<file path="src/rtl/bus_own_pkg.sv">
package bus_own_pkg;

    typedef enum logic [1:0] {
        OWN_INT  = 2'd0,
        OWN_GNT  = 2'd1,
        OWN_EXT  = 2'd2
    } own_state_e;

    typedef struct packed {
        own_state_e st;
        logic       grant;
        logic       reclaim;
    } own_regs_t;

    localparam own_regs_t OWN_RESET = '{st: OWN_INT, grant: 1'b0, reclaim: 1'b0};

endpackage

</file>
<file path="src/rtl/bus_own_sync.sv">
module bus_own_sync #(
    parameter int WIDTH  = 2,
    parameter int STAGES = 2,
    parameter logic [WIDTH-1:0] INIT = '1
) (
    input  logic             clk,
    input  logic             rst_n,
    input  logic [WIDTH-1:0] din,
    output logic [WIDTH-1:0] dout
);
    localparam int NS = (STAGES < 1) ? 1 : STAGES;

    logic [WIDTH-1:0] chain_q [NS];
    logic [WIDTH-1:0] chain_d [NS];

    genvar s;
    generate
        for (s = 0; s < NS; s++) begin : g_stage
            if (s == 0) begin : g_first
                always_comb chain_d[s] = din;
            end else begin : g_next
                always_comb chain_d[s] = chain_q[s-1];
            end
            always_ff @(posedge clk or negedge rst_n) begin
                if (!rst_n) chain_q[s] <= INIT;
                else        chain_q[s] <= chain_d[s];
            end
        end
    endgenerate

    assign dout = chain_q[NS-1];
endmodule

</file>
<file path="src/rtl/bus_own_fsm.sv">
module bus_own_fsm
    import bus_own_pkg::*;
(
    input  logic clk,
    input  logic rst_n,
    input  logic req_s,
    input  logic hold_s,
    input  logic int_busy,
    input  logic int_want,
    output logic grant_next,
    output logic grant_q,
    output logic reclaim_q
);
    own_regs_t r_q, r_d;

    always_comb begin
        r_d = r_q;
        unique case (r_q.st)
            OWN_INT: begin
                if (req_s && !int_busy) begin
                    r_d.st    = OWN_GNT;
                    r_d.grant = 1'b1;
                end
            end
            OWN_GNT, OWN_EXT: begin
                if (!req_s) begin
                    r_d.st      = OWN_INT;
                    r_d.grant   = 1'b0;
                    r_d.reclaim = 1'b0;
                end else if (hold_s) begin
                    r_d.st = OWN_EXT;
                end
            end
            default: r_d = OWN_RESET;
        endcase
        if (r_q.grant && r_d.grant && hold_s && int_want)
            r_d.reclaim = 1'b1;
    end

    always_ff @(posedge clk or negedge rst_n) begin
        if (!rst_n) r_q <= OWN_RESET;
        else        r_q <= r_d;
    end

    assign grant_next = r_d.grant;
    assign grant_q    = r_q.grant;
    assign reclaim_q  = r_q.reclaim;


    grant_only_idle_chk: assert property (@(posedge clk) disable iff (!rst_n)
        $rose(r_q.grant) |-> !$past(int_busy));

    reclaim_needs_grant_chk: assert property (@(posedge clk) disable iff (!rst_n)
        r_q.reclaim |-> r_q.grant);

    reclaim_drops_with_grant_chk: assert property (@(posedge clk) disable iff (!rst_n)
        $fell(r_q.reclaim) |-> $fell(r_q.grant));

    reclaim_after_hold_chk: assert property (@(posedge clk) disable iff (!rst_n)
        $rose(r_q.reclaim) |-> $past(hold_s));
endmodule

</file>
<file path="src/rtl/bus_own_oe.sv">
module bus_own_oe #(
    parameter int TURN_CYCLES = 1
) (
    input  logic clk,
    input  logic rst_n,
    input  logic grant_next,
    input  logic grant_q,
    output logic oe_q
);
    localparam int TC = (TURN_CYCLES < 1) ? 1 : TURN_CYCLES;
    localparam int CW = $clog2(TC + 1);

    typedef struct packed {
        logic          oe;
        logic [CW-1:0] cnt;
    } oe_regs_t;

    oe_regs_t r_q, r_d;

    always_comb begin
        r_d = r_q;
        if (grant_next) begin
            r_d.oe  = 1'b0;
            r_d.cnt = CW'(TC);
        end else if (r_q.cnt != '0) begin
            r_d.oe  = 1'b0;
            r_d.cnt = r_q.cnt - 1'b1;
        end else begin
            r_d.oe  = 1'b1;
        end
    end

    always_ff @(posedge clk or negedge rst_n) begin
        if (!rst_n) r_q <= '{oe: 1'b1, cnt: '0};
        else        r_q <= r_d;
    end

    assign oe_q = r_q.oe;


    oe_turnaround_chk: assert property (@(posedge clk) disable iff (!rst_n)
        $rose(r_q.oe) |-> !grant_q && !$past(grant_q));
endmodule

</file>
<file path="src/rtl/bus_own_arb.sv">
module bus_own_arb #(
    parameter int SYNC_STAGES = 2,
    parameter int TURN_CYCLES = 1
) (
    input  logic clk,
    input  logic rst_n,
    input  logic ext_req_n,
    input  logic ext_hold_n,
    input  logic int_busy,
    input  logic int_want,
    output logic grant_n,
    output logic reclaim_n,
    output logic pads_oe
);
    logic [1:0] pins_s;
    logic       grant_next, grant_q, reclaim_q, oe_q;

    bus_own_sync #(.WIDTH(2), .STAGES(SYNC_STAGES), .INIT(2'b11)) u_sync (
        .clk   (clk),
        .rst_n (rst_n),
        .din   ({ext_hold_n, ext_req_n}),
        .dout  (pins_s)
    );

    bus_own_fsm u_fsm (
        .clk        (clk),
        .rst_n      (rst_n),
        .req_s      (~pins_s[0]),
        .hold_s     (~pins_s[1]),
        .int_busy   (int_busy),
        .int_want   (int_want),
        .grant_next (grant_next),
        .grant_q    (grant_q),
        .reclaim_q  (reclaim_q)
    );

    bus_own_oe #(.TURN_CYCLES(TURN_CYCLES)) u_oe (
        .clk        (clk),
        .rst_n      (rst_n),
        .grant_next (grant_next),
        .grant_q    (grant_q),
        .oe_q       (oe_q)
    );

    assign grant_n   = ~grant_q;
    assign reclaim_n = ~reclaim_q;
    assign pads_oe   = oe_q;


    no_overlap_chk: assert property (@(posedge clk) disable iff (!rst_n)
        !grant_n |-> !pads_oe);

    reclaim_port_chk: assert property (@(posedge clk) disable iff (!rst_n)
        !reclaim_n |-> !grant_n);
endmodule

</file>
<file path="config.mk">
export PLATFORM = sky130hd
export DESIGN_NAME = bus_own_arb
export DESIGN_NICKNAME = d
export VERILOG_FILES = /design/src/rtl/bus_own_pkg.sv /design/src/rtl/bus_own_sync.sv /design/src/rtl/bus_own_fsm.sv /design/src/rtl/bus_own_oe.sv /design/src/rtl/bus_own_arb.sv
export SDC_FILE = /design/constraint.sdc
export NUM_CORES = 1
export LEC_CHECK = 0
export ABC_AREA = 1
export BUFFER_PORTS_ARGS = -buffer_cell sky130_fd_sc_hd__buf_2
export CAP_MARGIN = 10
export CORE_AREA = 4 4 41 43
export DETAILED_ROUTE_END_ITERATION = 6
export DIE_AREA = 0 0 45 47
export PLACE_DENSITY_LB_ADDON = 0.3
export REMOVE_ABC_BUFFERS = 1
export SYNTH_ARGS = -nofsm -noshare
export SYNTH_HDL_FRONTEND = slang
export SYNTH_HIERARCHICAL = 1
export SYNTH_SLANG_ARGS = --single-unit
export TNS_END_PERCENT = 5
</file>
<file path="constraint.sdc">
create_clock -name clk -period 1.2 [get_ports clk]
set_clock_uncertainty 0.05 [all_clocks]
set_input_delay 0 -clock clk [delete_from_list [all_inputs] [get_ports clk]]
set_output_delay 0 -clock clk [all_outputs]
set_load 0.05 [all_outputs]
</file>
==> After elaboration in Yosys (flattened, before gate mapping) <==
Index checks and enable logic that the tools add are counted.
{ "totals": {"regBits": 10, "inputBits": 6, "out_inout_bits": 3, "elab_cells": 37} }
{ "op_classes": {"add_sub_neg": 1, "eq_ne": 6, "n_bitwise": 4, "n_mux": 10, "n_reduce_logical": 9} }
{ "ops": {"columns": ["op", "n"], "rows": [
  ["two-way mux 2 bit", 4],
  ["one-hot mux 3 bit (2 select lines)", 1],
  ["logical AND 1 bit", 4],
  ["inequality test 2 x 1 -> 1 bit (second input constant)", 2],
  ["NOT 1 bit", 4],
  ["AND reduction 2 bit", 2],
  ["two-way mux 1 bit", 3],
  ["two-way mux 3 bit", 1],
  ["inequality test 3 x 2 -> 1 bit (second input constant)", 1],
  ["inequality test 3 bit (second input constant)", 1],
  ["== test 2 x 1 -> 1 bit (second input constant)", 1],
  ["== test 2 bit (second input constant)", 1],
  ["zero test 2 bit", 1],
  ["one-hot mux 1 bit (2 select lines)", 1],
  ["OR reduction 2 bit", 1],
  ["zero test 1 bit", 1],
  ["subtractor 1 bit (second input constant)", 1]
]} }

==> Longest topological paths before layout <==
{ "depth": {"ltp_word": 9, "depth_mapped": 7, "mapped_depth_nobuf": 7} }

==> By module <==
Netlist, hierarchy kept.
{ "by_module_without_submodules": {"columns": ["mod", "area_per_inst_um2", "seq_area_each_um2", "cells_each", "instances"], "rows": [
  ["bus_own_fsm", 244.0, 100.1, 34, 1],
  ["bus_own_sync", 105.1, 105.1, 4, 1],
  ["bus_own_oe", 55.1, 51.3, 3, 1],
  ["bus_own_arb", 15.0, 0.0, 4, 1]
]} }

==> Worst setup path after synthesis <==
No wires, ideal clock.
{ "synth_path": {"path_kind": "flip-flop to flip-flop", "startpoint": "register u_fsm/r_q[2] in the netlist's numbering", "endpoint": "register u_oe.r_q, in the netlist u_oe/oe_q", "setup_time_ps": 67, "arrival_ps": 1048, "required_time_ps": 1083, "synth_period_minus_slack_ps": 1165, "slack_ps": 35, "path_stages_with_launch": 8, "path_buffers": 0, "path_cell_list": "dfrtp_1 inv_1 ha_1 nand2_1 nand2_2 nand2_2 nand2_1 nor2_1"} }
{ "synth_lines": {"columns": ["item", "line", "text"], "rows": [
  ["start, declared", "bus_own_fsm.sv:14", "own_regs_t r_q, r_d;"],
  ["start signal, assigned", "bus_own_fsm.sv:42", "else r_q <= r_d;"],
  ["end signal, assigned", "bus_own_oe.sv:34", "if (!rst_n) r_q <= '{oe: 1'b1, cnt: '0};"],
  ["end signal, assigned", "bus_own_oe.sv:35", "else r_q <= r_d;"],
  ["end, declared", "bus_own_oe.sv:18", "oe_regs_t r_q, r_d;"]
]} }

==> results.ini <==
[global_route]
use_met2_pct = 12.1
globalRouteMet1Util_pct = 11.3
top_usage_layer = met2
grtUsageTotal_pct = 8.25
grt_pass1_vias = 294
largest_net_degree_at_the_start_of_global_routing = 11
grt-ovfl-total = 0
grt_first_pass_wirelength_um = 1230
gr-usage-met3_pct = 2.30
antenna_violations_before_repair = 0

[die]
io_pins = 9
initial_core_util_pct = 32.2
dieHeight_um = 47
die-width_um = 45
floorplan.core_area_mm2 = 0.00130
core.rowCount = 13
floorplan.die_area_mm2 = 0.00212

[placement]
numPortBuffers = 8
dp.final_hpwl_um = 527
globalplace.congestion = 0.796

[timing]
fin_tns_setup_ns = 0
period_needed_ns = 1.18
min_period_over_period_pct = 98.1
finalHoldViolations = 0
timing.final.setup_violations = 0
worstMarginPinSlew_ns = 0.248
relative_slew_slack_pct = 83.6
max_clock_freq_ghz = 0.850
timing.final.max_slew_violations = 0
grt_setup_unrepaired = yes

[logic_synthesis]
synth_cells = 45
synth.ff_latch_count = 10
syn-cell-area_um2 = 419
synth_warnings = 6
synthDominantAreaCellType = sky130_fd_sc_hd__dfstp_2
synth_area_leaders = sky130_fd_sc_hd__dfstp_2 31%, sky130_fd_sc_hd__dfrtp_1 30%, sky130_fd_sc_hd__inv_1 11%
seq_area_frac_synth_pct = 61.2
syn_area_per_cell_um2 = 9.31
proportion_of_netlist_area_held_by_the_largest_area_contributor_pct = 31.3
yosys.cell_types.count = 9

[clocking]
numClockSinks = 10
cts_root_buffer = sky130_fd_sc_hd__clkbuf_4
worst_skew_pair.late_latency_ns = 0.25
clockBufferDepth = 2
cts_tree = yes
total_cts_buffers = 3
cts_htree_levels = 1
postCtsSetupRepairBufs = 0
clkTransAtPathRegs_ns = 0.06

[route]
ant_nets = 0
firstDrtPassIters = 2
wirelength_um = 761
drcViolationCount = 0
dr.first_iter.drc_count = 1
via_count_normalized_by_instance_count = 4.04
route.vias.total = 315
wl_per_cell_um = 9.76

[setup_path]
endpoint_kind = register
cp.required_ns = 1.34
startpoint_type = register
worstPathMaxFanout = 3
critical_path_class = register to register
worst_ep_arrival_time_ns = 1.32

[power_and_ir_drop]
p_leak_nw = 0.329
total_power_mw = 1.53
p_per_area_mw_per_mm2 = 2510
peakVddDrop_v = 0.000912

[final_layout]
antenna-diode-count = 0
final_layout_size_suffix_gt1_share_pct = 50.8
num-nets-final = 72
fillers = 138
flow.area_growth_from_synthesis_pct = 45.4

[outcome]
outcome = finished clean

[min_path]
hold_path_class = primary input to register

[job]
maxCapViolations = 0

## routing by layer
| layer | routed length, µm | vias to the layer above | part of all wire [%] |
|---|---|---|---|
| li1 | - | 167 | - |
| met1 | 345 | 142 | 45 |
| met2 | 379 | 6 | 50 |
| met3 | 36 | 0 | 4.7 |
| met4 | 0 | 0 | 0 |
| met5 | 0 | - | 0 |
## state kept, by name, indices dropped and copies added (netlist names)
register,flops
u_fsm/r_q,2
u_sync/chain_d,2
u_sync/dout,2
u_fsm/grant_q,1
u_fsm/reclaim_q,1
u_oe/oe_q,1
u_oe/r_q,1
## power breakdown
| group | internal [mW] | switching [mW] | leakage [nW] |
|---|---|---|---|
| sequential | 0.451 | 0.0425 | 0.116 |
| combinational | 0.265 | 0.483 | 0.192 |
| clock | 0.184 | 0.104 | 0.0210 |
| total | 0.901 | 0.630 | 0.329 |
## cells by family after synthesis
group | Yosys count | share of synthesized area [%]
compound gates | 1 | 2.09
fa+ha+maj | 2 | 5.97
flops | 10 | 61.2
buf+inv | 12 | 10.7
simple gates | 20 | 20.0
## timing repair
item,CTS,global route
setup endpoints to repair,1,6
hold buffers,4,0
resized for setup,1,11
pin swaps,2,3
endpoints found under the hold margin,13,0
## cells in the final DEF (no fill, tap or decap), drive strengths merged
| cell type | netlist | layout |
|---|---|---|
| o21ai | 1 | 1 |
| dlygate4sd3 | 0 | 4 |
| dfstp | 5 | 5 |
| clkbuf | 0 | 4 |
| buf | 0 | 10 |
| nand2 | 14 | 14 |
| dfrtp | 5 | 5 |
| nand3 | 3 | 3 |
| nor2 | 3 | 3 |
| ha | 2 | 2 |
| inv | 12 | 12 |
## path summary, 6_finish.rpt
| check | startpoint | to | slack (ns) | cells after the start |
|---|---|---|---|---|
| worst max-delay path | u_fsm/r_q[2] | u_oe/oe_q | 0.02 | 6 |
| worst min-delay path | int_busy | u_fsm/r_q[3] | 0.08 | 6 |
| worst max register to register | u_fsm/r_q[2] | u_oe/oe_q | 0.02 | 6 |
| worst min register to register | u_sync/chain_d[0] | u_sync/dout[0] | 0.31 | 0 |
| max in group asynchronous | rst_n | u_sync/dout[0] | 0.76 | 2 |
| min in group asynchronous | rst_n | u_oe/r_q[0] | 0.09 | 2 |
## layout make-up
| cell class | instances | area (µm²) | area share, % |
|---|---|---|---|
| Clock buffer | 4 | 36.3 | 5.95 |
| Inverter | 12 | 45.0 | 7.39 |
| Multi-Input combinational cell | 23 | 158 | 25.9 |
| Sequential cell | 10 | 256 | 42.1 |
| Tap cell | 15 | 18.8 | 3.08 |
| Timing Repair Buffer | 14 | 95.1 | 15.6 |
## cells in the mapped netlist
cell and count:
sky130_fd_sc_hd__nand3_1 3, sky130_fd_sc_hd__nor2_1 3, sky130_fd_sc_hd__dfrtp_1 5, sky130_fd_sc_hd__dfstp_2 5, sky130_fd_sc_hd__o21ai_2 1, sky130_fd_sc_hd__inv_1 12
sky130_fd_sc_hd__nand2_2 2, sky130_fd_sc_hd__ha_1 2, sky130_fd_sc_hd__nand2_1 12
## critical path, stage by stage, from the launching register on
cell	delay [ns]
sky130_fd_sc_hd__dfrtp_1	0.38
sky130_fd_sc_hd__buf_4	0.14
sky130_fd_sc_hd__ha_2	0.19
sky130_fd_sc_hd__nor2_2	0.15
sky130_fd_sc_hd__nand2_2	0.08
sky130_fd_sc_hd__nand2_4	0.08
sky130_fd_sc_hd__nor2_2	0.04
## stage by stage
| step | hold WS, ns | worst slack, ns | utilization [%] | instances | cell area, µm² |
|---|---|---|---|---|---|
| 6_report | 0.0837 | 0.0232 | 46.8 | 78 | 609 |
| 3_3_place_gp | -0.188 | -0.00747 | 37.9 | 70 | 493 |
| 2_1_floorplan | -0.346 | 0.0345 | - | 45 | 419 |
| 5_1_grt | 0.0944 | -0.0227 | 46.8 | 78 | 609 |
| 3_5_place_dp | -0.184 | -0.0371 | 37.9 | 70 | 493 |
| 4_1_cts | 0.0702 | -0.00499 | 43.9 | 78 | 572 |
Power figures use the tool's default switching activity.
